<file path="config.mk">
export PLATFORM = sky130hd
export DESIGN_NAME = tcmp_unit
export DESIGN_NICKNAME = d
export VERILOG_FILES = /design/src/rtl/tcmp_pkg.sv /design/src/rtl/tcmp_regs.sv /design/src/rtl/tcmp_match_det.sv /design/src/rtl/tcmp_action.sv /design/src/rtl/tcmp_unit.sv
export SDC_FILE = /design/constraint.sdc
export NUM_CORES = 1
export LEC_CHECK = 0
export ABC_AREA = 1
export BUFFER_PORTS_ARGS = -buffer_cell sky130_fd_sc_hd__buf_2
export CAP_MARGIN = 0
export CORE_MARGIN = 2
export CORE_UTILIZATION = 32
export CTS_CLUSTER_DIAMETER = 120
export DETAILED_ROUTE_END_ITERATION = 10
export GPL_TIMING_DRIVEN = 1
export PLACE_DENSITY = 0.62
export SYNTH_ARGS = -nofsm -noshare
export SYNTH_HDL_FRONTEND = slang
export SYNTH_HIERARCHICAL = 1
export SYNTH_SLANG_ARGS = --single-unit
</file>
<file path="constraint.sdc">
create_clock -name clk -period 1.32 [get_ports clk]
set_input_delay 0.066 -clock clk [delete_from_list [all_inputs] [get_ports clk]]
set_output_delay 0.066 -clock clk [all_outputs]
set_load 0.03 [all_outputs]
</file>
<file path="src/rtl/tcmp_pkg.sv">
// Package: shared constants and helpers for the timer compare unit.
// Assumes a 4-bit mode field whose upper two bits 2'b10 mark compare modes.
package tcmp_pkg;
    localparam int MODE_W = 4;

    localparam logic [MODE_W-1:0] MODE_OFF     = 4'b0000;
    localparam logic [MODE_W-1:0] MODE_SET     = 4'b1000;
    localparam logic [MODE_W-1:0] MODE_CLR     = 4'b1001;
    localparam logic [MODE_W-1:0] MODE_SWINT   = 4'b1010;
    localparam logic [MODE_W-1:0] MODE_SPECIAL = 4'b1011;

    // True when the code selects one of the four compare actions.
    function automatic logic mode_active(input logic [MODE_W-1:0] m);
        return (m[MODE_W-1:MODE_W-2] == 2'b10);
    endfunction
endpackage

</file>
<file path="src/rtl/tcmp_regs.sv">
// Register file for the compare value and the mode.
// Assumes single-cycle writes; a zero mode write is flagged for the latch clear.
module tcmp_regs
    import tcmp_pkg::*;
#(
    parameter int CNT_W = 16
) (
    input  logic              clk,
    input  logic              rst_n,
    input  logic              wr_en,
    input  logic              wr_sel,
    input  logic [CNT_W-1:0]  wr_data,
    output logic [CNT_W-1:0]  cmp_q,
    output logic [MODE_W-1:0] mode_q,
    output logic              zero_wr
);
    logic mode_wr;

    // Decode a write to the mode register.
    always_comb mode_wr = wr_en && wr_sel;

    // Flag a write of zero to the whole mode register.
    always_comb zero_wr = mode_wr && (wr_data[MODE_W-1:0] == '0);

    // Hold the compare value and the mode.
    always_ff @(posedge clk) begin
        if (!rst_n) begin
            cmp_q  <= '0;
            mode_q <= MODE_OFF;
        end else if (wr_en) begin
            if (wr_sel) mode_q <= wr_data[MODE_W-1:0];
            else        cmp_q  <= wr_data;
        end
    end
endmodule

</file>
<file path="src/rtl/tcmp_match_det.sv">
// Equality detector with rising-edge qualification.
// Assumes the timer value is synchronous to clk; equality counts only while running.
module tcmp_match_det #(
    parameter int CNT_W = 16
) (
    input  logic             clk,
    input  logic             rst_n,
    input  logic [CNT_W-1:0] cmp_val,
    input  logic [CNT_W-1:0] tmr_val,
    input  logic             tmr_run,
    output logic             fire
);
    logic eq_now;
    logic eq_prev;

    // Compare the timer with the stored value on every cycle.
    always_comb eq_now = tmr_run && (cmp_val == tmr_val);

    // Remember last cycle's equality for edge detection.
    always_ff @(posedge clk) begin
        if (!rst_n) eq_prev <= 1'b0;
        else        eq_prev <= eq_now;
    end

    // Report only the first cycle of equality.
    always_comb fire = eq_now && !eq_prev;
endmodule

</file>
<file path="src/rtl/tcmp_action.sv">
// Match action logic: output latch, sticky flag, timer-clear and converter pulses.
// Assumes fire is a single-cycle event; a zero mode write overrides latch actions.
module tcmp_action
    import tcmp_pkg::*;
(
    input  logic              clk,
    input  logic              rst_n,
    input  logic              fire,
    input  logic [MODE_W-1:0] mode,
    input  logic              zero_wr,
    input  logic              conv_en,
    input  logic              flag_clr,
    output logic              latch_q,
    output logic              flag_q,
    output logic              tclr_q,
    output logic              conv_q
);
    logic act;
    logic special;

    // Qualify the match with a compare mode.
    always_comb act = fire && mode_active(mode);

    // Detect a special event in this cycle.
    always_comb special = fire && (mode == MODE_SPECIAL);

    // Update the output latch; a zero mode write has priority.
    always_ff @(posedge clk) begin
        if (!rst_n)                          latch_q <= 1'b0;
        else if (zero_wr)                    latch_q <= 1'b0;
        else if (fire && mode == MODE_SET)   latch_q <= 1'b1;
        else if (fire && mode == MODE_CLR)   latch_q <= 1'b0;
    end

    // Sticky interrupt flag; a match beats a clear.
    always_ff @(posedge clk) begin
        if (!rst_n)        flag_q <= 1'b0;
        else if (act)      flag_q <= 1'b1;
        else if (flag_clr) flag_q <= 1'b0;
    end

    // One-cycle timer restart and converter start pulses.
    always_ff @(posedge clk) begin
        if (!rst_n) begin
            tclr_q <= 1'b0;
            conv_q <= 1'b0;
        end else begin
            tclr_q <= special;
            conv_q <= special && conv_en;
        end
    end
endmodule

</file>
<file path="src/rtl/tcmp_unit.sv">
// Top of the timer compare and event unit.
// Assumes an external timer that restarts at zero when tmr_clear is seen.
module tcmp_unit
    import tcmp_pkg::*;
#(
    parameter int CNT_W = 16
) (
    input  logic             clk,
    input  logic             rst_n,
    input  logic             wr_en,
    input  logic             wr_sel,
    input  logic [CNT_W-1:0] wr_data,
    input  logic [CNT_W-1:0] tmr_value,
    input  logic             tmr_run,
    input  logic             out_en,
    input  logic             conv_en,
    input  logic             flag_clr,
    output logic             pin_o,
    output logic             pin_oe,
    output logic             cmp_flag,
    output logic             tmr_clear,
    output logic             conv_start
);
    logic [CNT_W-1:0]  cmp_q;
    logic [MODE_W-1:0] mode_q;
    logic              zero_wr;
    logic              fire;
    logic              latch_q;

    tcmp_regs #(.CNT_W(CNT_W)) regs_i (
        .clk(clk), .rst_n(rst_n), .wr_en(wr_en), .wr_sel(wr_sel),
        .wr_data(wr_data), .cmp_q(cmp_q), .mode_q(mode_q), .zero_wr(zero_wr)
    );

    tcmp_match_det #(.CNT_W(CNT_W)) det_i (
        .clk(clk), .rst_n(rst_n), .cmp_val(cmp_q), .tmr_val(tmr_value),
        .tmr_run(tmr_run), .fire(fire)
    );

    tcmp_action act_i (
        .clk(clk), .rst_n(rst_n), .fire(fire), .mode(mode_q),
        .zero_wr(zero_wr), .conv_en(conv_en), .flag_clr(flag_clr),
        .latch_q(latch_q), .flag_q(cmp_flag), .tclr_q(tmr_clear),
        .conv_q(conv_start)
    );

    // Drive the pin from the latch only when output is selected.
    always_comb begin
        pin_oe = out_en;
        pin_o  = out_en && latch_q;
    end
endmodule

</file>
==> results of run 1 <==
## worst max path at each step
stage	from	endpoint	slack, ps	cells after the start
after floorplan	regs_i/cmp_q[6]	act_i/conv_q	40	12
after global placement	regs_i/cmp_q[13]	act_i/conv_q	-130	12
after detailed placement	regs_i/cmp_q[5]	act_i/conv_q	-170	12
after CTS	regs_i/cmp_q[5]	act_i/conv_q	-140	12
after global routing	regs_i/cmp_q[5]	act_i/conv_q	-280	12
final	regs_i/cmp_q[5]	act_i/conv_q	-100	12
## final cells by class
| class | count | area, um2 | share of cell area |
|---|---|---|---|
| clock inverters | 1 | 5.00 | 0.00290 |
| flip-flops and latches | 25 | 509 | 0.296 |
| well taps | 52 | 65.1 | 0.0378 |
| repair buffers | 48 | 250 | 0.145 |
| multi-input cells | 152 | 661 | 0.383 |
| clock buffers | 3 | 41.3 | 0.0240 |
| inverters | 51 | 191 | 0.111 |
## metrics by stage
stage	power [mW]	worst slack, ps	utilization
6_report	1.57	-103	0.404
3_3_place_gp	1.13	-130	0.388
5_1_grt	1.67	-280	0.404
4_1_cts	1.59	-142	0.401
2_1_floorplan	1.03	39.8	-
3_5_place_dp	1.13	-173	0.388
## per-layer routing
layer	track usage	up-vias
met5	0	-
met4	0.0513	0
met2	0.210	27
li1	-	769
met1	0.174	570
met3	0.0231	5
## repair_timing
| action | 4_1_cts | 5_1_grt |
|---|---|---|
| setup endpoints to repair | 4 | 4 |
| gates resized for setup | 5 | 9 |
| hold buffers | 0 | 0 |
| pin swaps | 2 | 4 |
## worst max-delay path, delay by kind of cell, from the launching register on
kind                   cells  cell delay (ps)
AND/OR/NAND/NOR           10              900
flip-flops                 1              370
buffers and inverters      2              110
## power breakdown
group	total (mW)	switching [mW]	internal [mW]
Combinational	0.286	0.160	0.126
Sequential	0.828	0.0310	0.797
Clock	0.456	0.245	0.211
Total	1.57	0.436	1.14
## cells by family after synthesis
group,after synthesis,synth area share
AOI/OAI and AO/OA,8,0.0305
xor gates and xnor gates,3,0.0188
and+or+nand+nor,141,0.416
buffers and inverters,58,0.176
DFF,25,0.359
## registers in the layout (all words and copies together) (netlist names)
name / count
det_i/eq_prev: 1
act_i/conv_q: 1
act_i/tclr_q: 1
regs_i/cmp_q: 16
act_i/flag_q: 1
act_i/latch_q: 1
regs_i/mode_q: 4
## placed cells by master, fill, tap and decap left out
master / count
dfxtp_2: 7
nor2_4: 1
nand2_2: 1
dfxtp_1: 18
clkinv_2: 1
nand2_1: 60
o21ai_0: 5
xnor2_1: 2
buf_4: 4
xor2_1: 1
a21oi_1: 1
a21oi_2: 1
buf_2: 44
clkbuf_8: 3
nor2_2: 6
inv_2: 6
nor2_1: 52
o211ai_1: 1
inv_1: 45
nand3_1: 20
nor3b_2: 1
==> results.toml, run 1 <==
[setup_path]
critPathCaptureType = "flip-flop"
crit_reg_reg_endpoint = "act_i/conv_q"
cp_max_fo = 3
startpoint_type = "flip-flop"
worst_path_largest_cell_delay_ps = 370
r2r-start = "regs_i/cmp_q[5]"
cp_common_cell = "nand2_1"
crit_slowest_cell = "dfxtp_2"
ff2ff_setup_slack_ps = -100
ff2ff_path_depth = 12
required_ps = 1530
cp_data_arrival_time_ps = 1630
criticalPathCategory = "reg -> reg"
timing.critical_path.cells = "inv_2, nand2_1, nand2_1, nor2_1, nand2_1, nor2_1, nand3_1, nor2_2, nand2_1, nor2_2, inv_2, nor3b_2"

[synth]
synth_async_sr_flop_share = 0
seq_area_frac_synth = 0.359
synthCells = 235
postSynthRegisterBits = 25
ys_top_cells_by_count = "nand2_1, nor2_1, inv_1"
synth.most_common_cell = "nand2_1"
postSynthNetCount = 275
synth_top_area_frac = 0.359
syn_avg_cell_area_um2 = 5.94
ys.warnings.count = 6
synth.top_cells.by_area = "dfxtp_1, nand2_1, nor2_1"
postSynth.topFlopCell = "dfxtp_1"
synth_cell_types = 18
number_of_synthesized_flops_with_an_enable_pin = 0
synth_largest_area_cell = "dfxtp_1"
syn_area_um2 = 1400

[worst_hold_path]
worst_hold_launch = "conv_en"
hold-path-cell-count = 2
min-delay-path-class = "in -> reg"
min_to = "act_i/conv_q"

[global_routing]
antenna_found_initial = 0
maximum_number_of_pins_on_one_net_before_global_route_repair = 24
first_pass_grt_wire_length_mm = 5.19
track_usage = 0.131
grt_pass1_vias = 1256
grt_overflow = 0

[floorplanning]
dieHeight_um = 70.0
start_util = 0.327
die_area_um2 = 4900
rows = 24
placeableCoreArea_um2 = 4260
ports = 45
dieWidth_um = 70.0

[final_layout]
design.final.nets = 321
instances_no_fill = 332
area_growth_syn_to_layout_pct = 23.5
final_layout_size_suffix_gt1_frac = 0.268
num_antenna_cells = 0
filler_cell_count = 489
final_cell_area_um2 = 1720

[detailed_routing]
drtAntennaViolNets = 0
dr_wl_met2_mm = 1.34
routed_wirelength_mm = 3.01
drt-wirelength-per-cell_um = 9.08
routed-via-count = 1371
maxUsedRoutingLayer = "met4"
drt-vias-per-instance = 4.13
wl_met3_um = 128
drt_first_pass_iters = 4
met1_wl_mm = 1.49
drt_iter0_markers = 34
detail_route.drc_violations = 0

[power_and_ir_drop]
powerDensity_nw_per_um2 = 912
power.ir.vdd_worst_uv = 397
p_leak_nw = 0.966

[place]
dpl.hpwl_mm = 2.39
gp_congestion = 0.776
io_buffers = 44
place_inst = 328
place_area_um2 = 1660

[timing]
hold-worst-slack_ps = 33.6
highest_clock_frequency_the_design_can_meet_mhz = 703
layout_setup_ws_ps = -103
slew_violations = 0
timing.final.crit_period_ps = 1420
slew_at_the_pin_closest_to_its_max_slew_limit_ps = 393
grt_setup_unrepaired = "true"
final_min_period_over_clock_period = 1.08
endpoints_failing_setup = 4
worst_slew_margin_rel = 0.738
number_of_failing_hold_endpoints_at_the_final_stage = 0
totalNegativeSetupSlack_ps = -257
fin_worst_skew_ps = 6.25

[clock_network]
clk_pin_slew_ps = 90
clock_sink_count = 25
cts.path.max_buffers = 2
ctsRootBufferMaster = "clkbuf_8"
h-tree-depth = 1
numCtsBuffers = 3
tritoncts = "done"
worst_skew_pair.late_latency_ps = 270
post-cts-setup-buffer-count = 0

[status]
violated_checks = "setup timing"
outcome = "finished, violations left"

[job]
max_cap_viols = 0
Note: power is estimated with default switching activity, not from simulation.
==> run 2, diff against run 1 <==
HOLD_SLACK_MARGIN = 0.15   (was default)
==> run 2 against run 1 <==
The run still ends with setup timing left. Count of clock-buffer cells in the layout is the same. Setup slack better by 3.2 ps. Final cell count increased by 5.4%. Clock power hardly changed. Flip-flop and latch count stayed put. Via count grew 5.9%. Register-to-register slack about the same. Final area is 10% higher. Sequential share of layout area decreased by 2.8 points. Wire length up 6.1%. Sequential power about the same. Die area unchanged. Critical path type unchanged.
==> results.toml, run 2 (synthesis results as in run 1) <==
[floorplanning]
dieHeight_um = 70.0
start_util = 0.327
dieWidth_um = 70.0
rows = 24
die_area_um2 = 4900
ports = 45
placeableCoreArea_um2 = 4260

[final_layout]
final_common_cell = "nand2_1"
design.final.nets = 339
final_cell_area_um2 = 1900
instances_no_fill = 350
largest_registers = "regs_i/cmp_q (16), regs_i/mode_q (4)"
num_antenna_cells = 0
postLayoutCoreUtil = 0.446
final_layout_size_suffix_gt1_frac = 0.252
largest_register_ff_count = 16
largest-register = "regs_i/cmp_q"
filler_cell_count = 465
mostFrequentLayoutCells = "nand2_1, nor2_1, inv_1, buf_2, nand3_1"
area_growth_syn_to_layout_pct = 36.4

[clock_network]
numCtsBuffers = 3
post-cts-setup-buffer-count = 0
cts.path.max_buffers = 2
clock_sink_count = 25
h-tree-depth = 1
tritoncts = "done"
worst_skew_pair.late_latency_ps = 270
ctsRootBufferMaster = "clkbuf_8"
clk_pin_slew_ps = 90

[global_routing]
first_pass_grt_wire_length_mm = 5.55
grt_overflow = 0
maximum_number_of_pins_on_one_net_before_global_route_repair = 24
track_usage = 0.139
grt_pass1_vias = 1343
antenna_found_initial = 0

[setup_path]
required_ps = 1530
criticalPathCategory = "reg -> reg"
critPathCaptureType = "flip-flop"
cp_max_fo = 3
cp_data_arrival_time_ps = 1630
startpoint_type = "flip-flop"

[detailed_routing]
drt-vias-per-instance = 4.15
drtAntennaViolNets = 0
routed-via-count = 1452
drt-wirelength-per-cell_um = 9.14
drt_first_pass_iters = 4
drt_iter0_markers = 28
routed_wirelength_mm = 3.20
detail_route.drc_violations = 0

[place]
dpl.hpwl_mm = 2.39
place_inst = 328
io_buffers = 44
place_area_um2 = 1660
gp_congestion = 0.776

[timing]
totalNegativeSetupSlack_ps = -246
endpoints_failing_setup = 4
fin_worst_skew_ps = 6.84
slew_violations = 0
timing.final.crit_period_ps = 1420
number_of_failing_hold_endpoints_at_the_final_stage = 0
highest_clock_frequency_the_design_can_meet_mhz = 704
final_min_period_over_clock_period = 1.08
layout_setup_ws_ps = -99.9
slew_at_the_pin_closest_to_its_max_slew_limit_ps = 397
grt_setup_unrepaired = "true"
worst_slew_margin_rel = 0.735

[job]
max_cap_viols = 0

[worst_hold_path]
min-delay-path-class = "in -> reg"

[status]
violated_checks = "setup timing"
outcome = "finished, violations left"

[power_and_ir_drop]
power.ir.vdd_worst_uv = 401
total_power_mw = 1.62
powerDensity_nw_per_um2 = 849
p_leak_nw = 1.04
## run 2: cell count changes in the layout (fill, tap and decap cells not counted), sizes merged
cell,delta
dlygate4sd3,+18
## run 2: per-stage QoR
step / hold slack, ps / setup slack (ps)
floorplan: 178 / 39.8
global placement: 311 / -130
detailed placement: 325 / -173
CTS: 193 / -142
global route: 219 / -280
finish: 192 / -99.9
## run 2: path summary, 6_finish.rpt
kind / from / endpoint / slack [ps] / cells past startpoint
worst max-delay path: regs_i/cmp_q[5] / act_i/conv_q / -100 / 12
worst min-delay path: wr_en / regs_i/cmp_q[3] / 190 / 4
worst max register to register: regs_i/cmp_q[5] / act_i/conv_q / -100 / 12
worst min register to register: act_i/flag_q / act_i/flag_q / 470 / 2
## run 2: cell type report
class | instances | area [um2] | share of cell area
clock inverter | 1 | 5.00 | 0.00263
tap | 52 | 65.1 | 0.0342
multi-input combinational | 152 | 661 | 0.347
clock buffer | 3 | 41.3 | 0.0217
inverter | 51 | 191 | 0.101
timing repair buffer | 66 | 430 | 0.226
sequential | 25 | 509 | 0.268
## run 2: repair_timing
item,CTS,global route
endpoints found under the setup margin,4,4
gates resized for setup,5,9
hold endpoints to repair,21,0
hold buffers,18,0
pin swaps,2,4
## run 2: critical path, stage by stage, from the launching register on
cell     delay, ps
dfxtp_2        360
inv_2           40
nand2_1         50
nand2_1         50
nor2_1         100
nand2_1         60
nor2_1         100
nand3_1        110
nor2_2         110
nand2_1         70
nor2_2         110
inv_2           70
nor3b_2        140
## run 2: per-layer routing
| layer | track usage | vias up | part of all wire |
|---|---|---|---|
| met5 | 0 | - | 0 |
| met3 | 0.0216 | 5 | 0.043 |
| met4 | 0.0513 | 0 | 0.015 |
| li1 | - | 806 | - |
| met1 | 0.180 | 614 | 0.49 |
| met2 | 0.233 | 27 | 0.46 |
## run 2: power breakdown
part / internal [mW] / switching [mW] / total [mW]
clock: 0.211 / 0.246 / 0.458
combinational: 0.161 / 0.168 / 0.329
sequential: 0.797 / 0.0311 / 0.828
total: 1.17 / 0.446 / 1.62
==> run 3, diff against run 2 <==
CELL_PAD_IN_SITES_DETAIL_PLACEMENT = 0   (was default)
CELL_PAD_IN_SITES_GLOBAL_PLACEMENT = 1   (was default)
CORE_UTILIZATION = 30   (was 32)
PLACE_DENSITY = 0.8   (was 0.62)
==> run 3 against run 2 <==
Critical path type unchanged. Global-route usage is 0.37 points lower. Non-clock buffer count is 7 higher. Die area is 6.3% higher. Final area is 4.0% higher. The flow still finishes with violations (setup timing). Sequential power hardly changed. Maximum frequency is 0.65% lower. Clock power is 4% higher.
==> results.toml, run 3 (synthesis results as in run 1) <==
[final_layout]
largest_registers = "regs_i/cmp_q (16), regs_i/mode_q (4)"
final_cell_area_um2 = 1980
num_antenna_cells = 0
instances_no_fill = 357
filler_cell_count = 458
final_layout_size_suffix_gt1_frac = 0.249
area_growth_syn_to_layout_pct = 41.9
design.final.nets = 346
register_area_um2 = 508
largest_register_ff_count = 16
largest-register = "regs_i/cmp_q"
final_common_cell = "nand2_1"
mostFrequentLayoutCells = "nand2_1, nor2_1, inv_1, buf_2, dlygate4sd3_1"
multi_input_gate_area_in_the_final_layout_um2 = 671

[timing]
layout_setup_ws_ps = -109
grt_setup_unrepaired = "true"
worst_slew_margin_rel = 0.731
number_of_failing_hold_endpoints_at_the_final_stage = 0
endpoints_failing_setup = 4
highest_clock_frequency_the_design_can_meet_mhz = 700
final_min_period_over_clock_period = 1.08
timing.final.crit_period_ps = 1430
slew_violations = 0
fin_worst_skew_ps = 6.02
totalNegativeSetupSlack_ps = -299
slew_at_the_pin_closest_to_its_max_slew_limit_ps = 403

[detailed_routing]
drt_iter0_markers = 68
drt-vias-per-instance = 4.08
routed-via-count = 1456
drt_first_pass_iters = 4
routed_wirelength_mm = 3.44
drt-wirelength-per-cell_um = 9.62
detail_route.drc_violations = 0
drtAntennaViolNets = 0

[setup_path]
timing.critical_path.depth = 12
criticalPathCategory = "reg -> reg"
startpoint_type = "flip-flop"
ff2ff_path_depth = 12
cpLargestDelayFamily = "simple AND/OR/NAND/NOR gates"
cp_common_cell = "nand2_1"
cp_max_fo = 3
crit_slowest_cell = "dfxtp_2"
timing.critical_path.buf_inv = 2
cp_data_arrival_time_ps = 1640
timing.critical_path.cells = "inv_2, nand2_1, nand2_1, nor2_2, nand2_1, nor2_2, nand3_2, nor2_4, nand2_1, nor2_2, inv_2, nor3b_2"
worst_path_largest_cell_delay_ps = 360
critPathCaptureType = "flip-flop"
required_ps = 1530

[status]
violated_checks = "setup timing"
outcome = "finished, violations left"

[place]
place_area_um2 = 1660
pre_cts_ws_ps = -176
io_buffers = 44
gp_congestion = 0.749
dpl.hpwl_mm = 2.55
place_inst = 329

[global_routing]
grt_pass1_vias = 1330
antenna_found_initial = 0
first_pass_grt_wire_length_mm = 5.67
track_usage = 0.135
maximum_number_of_pins_on_one_net_before_global_route_repair = 17
grt_overflow = 0

[clock_network]
numCtsBuffers = 3
tritoncts = "done"
clk_pin_slew_ps = 100
cts.path.max_buffers = 2
clock_sink_count = 25
worst_skew_pair.late_latency_ps = 270
h-tree-depth = 1
ctsRootBufferMaster = "clkbuf_8"

[power_and_ir_drop]
p_leak_nw = 1.07
powerDensity_nw_per_um2 = 833
power.ir.vdd_worst_uv = 350

[floorplanning]
ports = 45
start_util = 0.316
rows = 24
placeableCoreArea_um2 = 4410
dieWidth_um = 72.2
die_area_um2 = 5210
dieHeight_um = 72.2

[job]
max_cap_viols = 0

[worst_hold_path]
min-delay-path-class = "in -> reg"
hold-path-cell-count = 3
==> run 3: worst paths after layout <==
check	startpoint	endpoint	slack, ps
max	regs_i/cmp_q[0]	act_i/conv_q	-110
min	rst_n	regs_i/mode_q[3]	90
max reg2reg	regs_i/cmp_q[0]	act_i/conv_q	-110
min reg2reg	act_i/flag_q	act_i/flag_q	470
==> run 3: stage by stage <==
step | hold WS [ps] | utilization | power (mW)
floorplan | 178 | - | 1.03
CTS | 164 | 0.446 | 1.67
global placement | 310 | 0.377 | 1.13
finish | 90.6 | 0.448 | 1.65
detailed placement | 326 | 0.377 | 1.13
global route | 153 | 0.448 | 1.75
==> run 3: repair_timing <==
item | CTS | global route
gates resized for setup | 5 | 10
endpoints found under the hold margin | 20 | 2
hold buffers | 25 | 2
buffers inserted | 0 | 1
endpoints found under the setup margin | 4 | 9
pin swaps | 2 | 5
==> run 3: power by group <==
group	internal (mW)	leakage (nW)	total [mW]	switching, mW
registers	0.797	0.207	0.827	0.0295
logic	0.174	0.837	0.346	0.173
clock network	0.214	0.0217	0.475	0.261
==> run 3: area by class of cell <==
class / count / area share
Tap cell: 52 / 0.0329
Clock inverter: 1 / 0.00379
Clock buffer: 3 / 0.0209
Inverter: 51 / 0.0967
Multi-Input combinational cell: 152 / 0.339
Timing Repair Buffer: 73 / 0.250
Sequential cell: 25 / 0.257
==> run 3: layer usage <==
| layer | GRT usage | part of all wire |
|---|---|---|
| met4 | 0.0377 | 0.0079 |
| met2 | 0.228 | 0.45 |
| met1 | 0.183 | 0.51 |
| met5 | 0 | 0 |
| met3 | 0.0139 | 0.034 |
==> run 3: worst reg2reg max path, cell delays in order, from the launching register on <==
cell	delay [ps]
dfxtp_2	360
inv_2	30
nand2_1	40
nand2_1	50
nor2_2	120
nand2_1	70
nor2_2	130
nand3_2	100
nor2_4	100
nand2_1	60
nor2_2	110
inv_2	60
nor3b_2	140
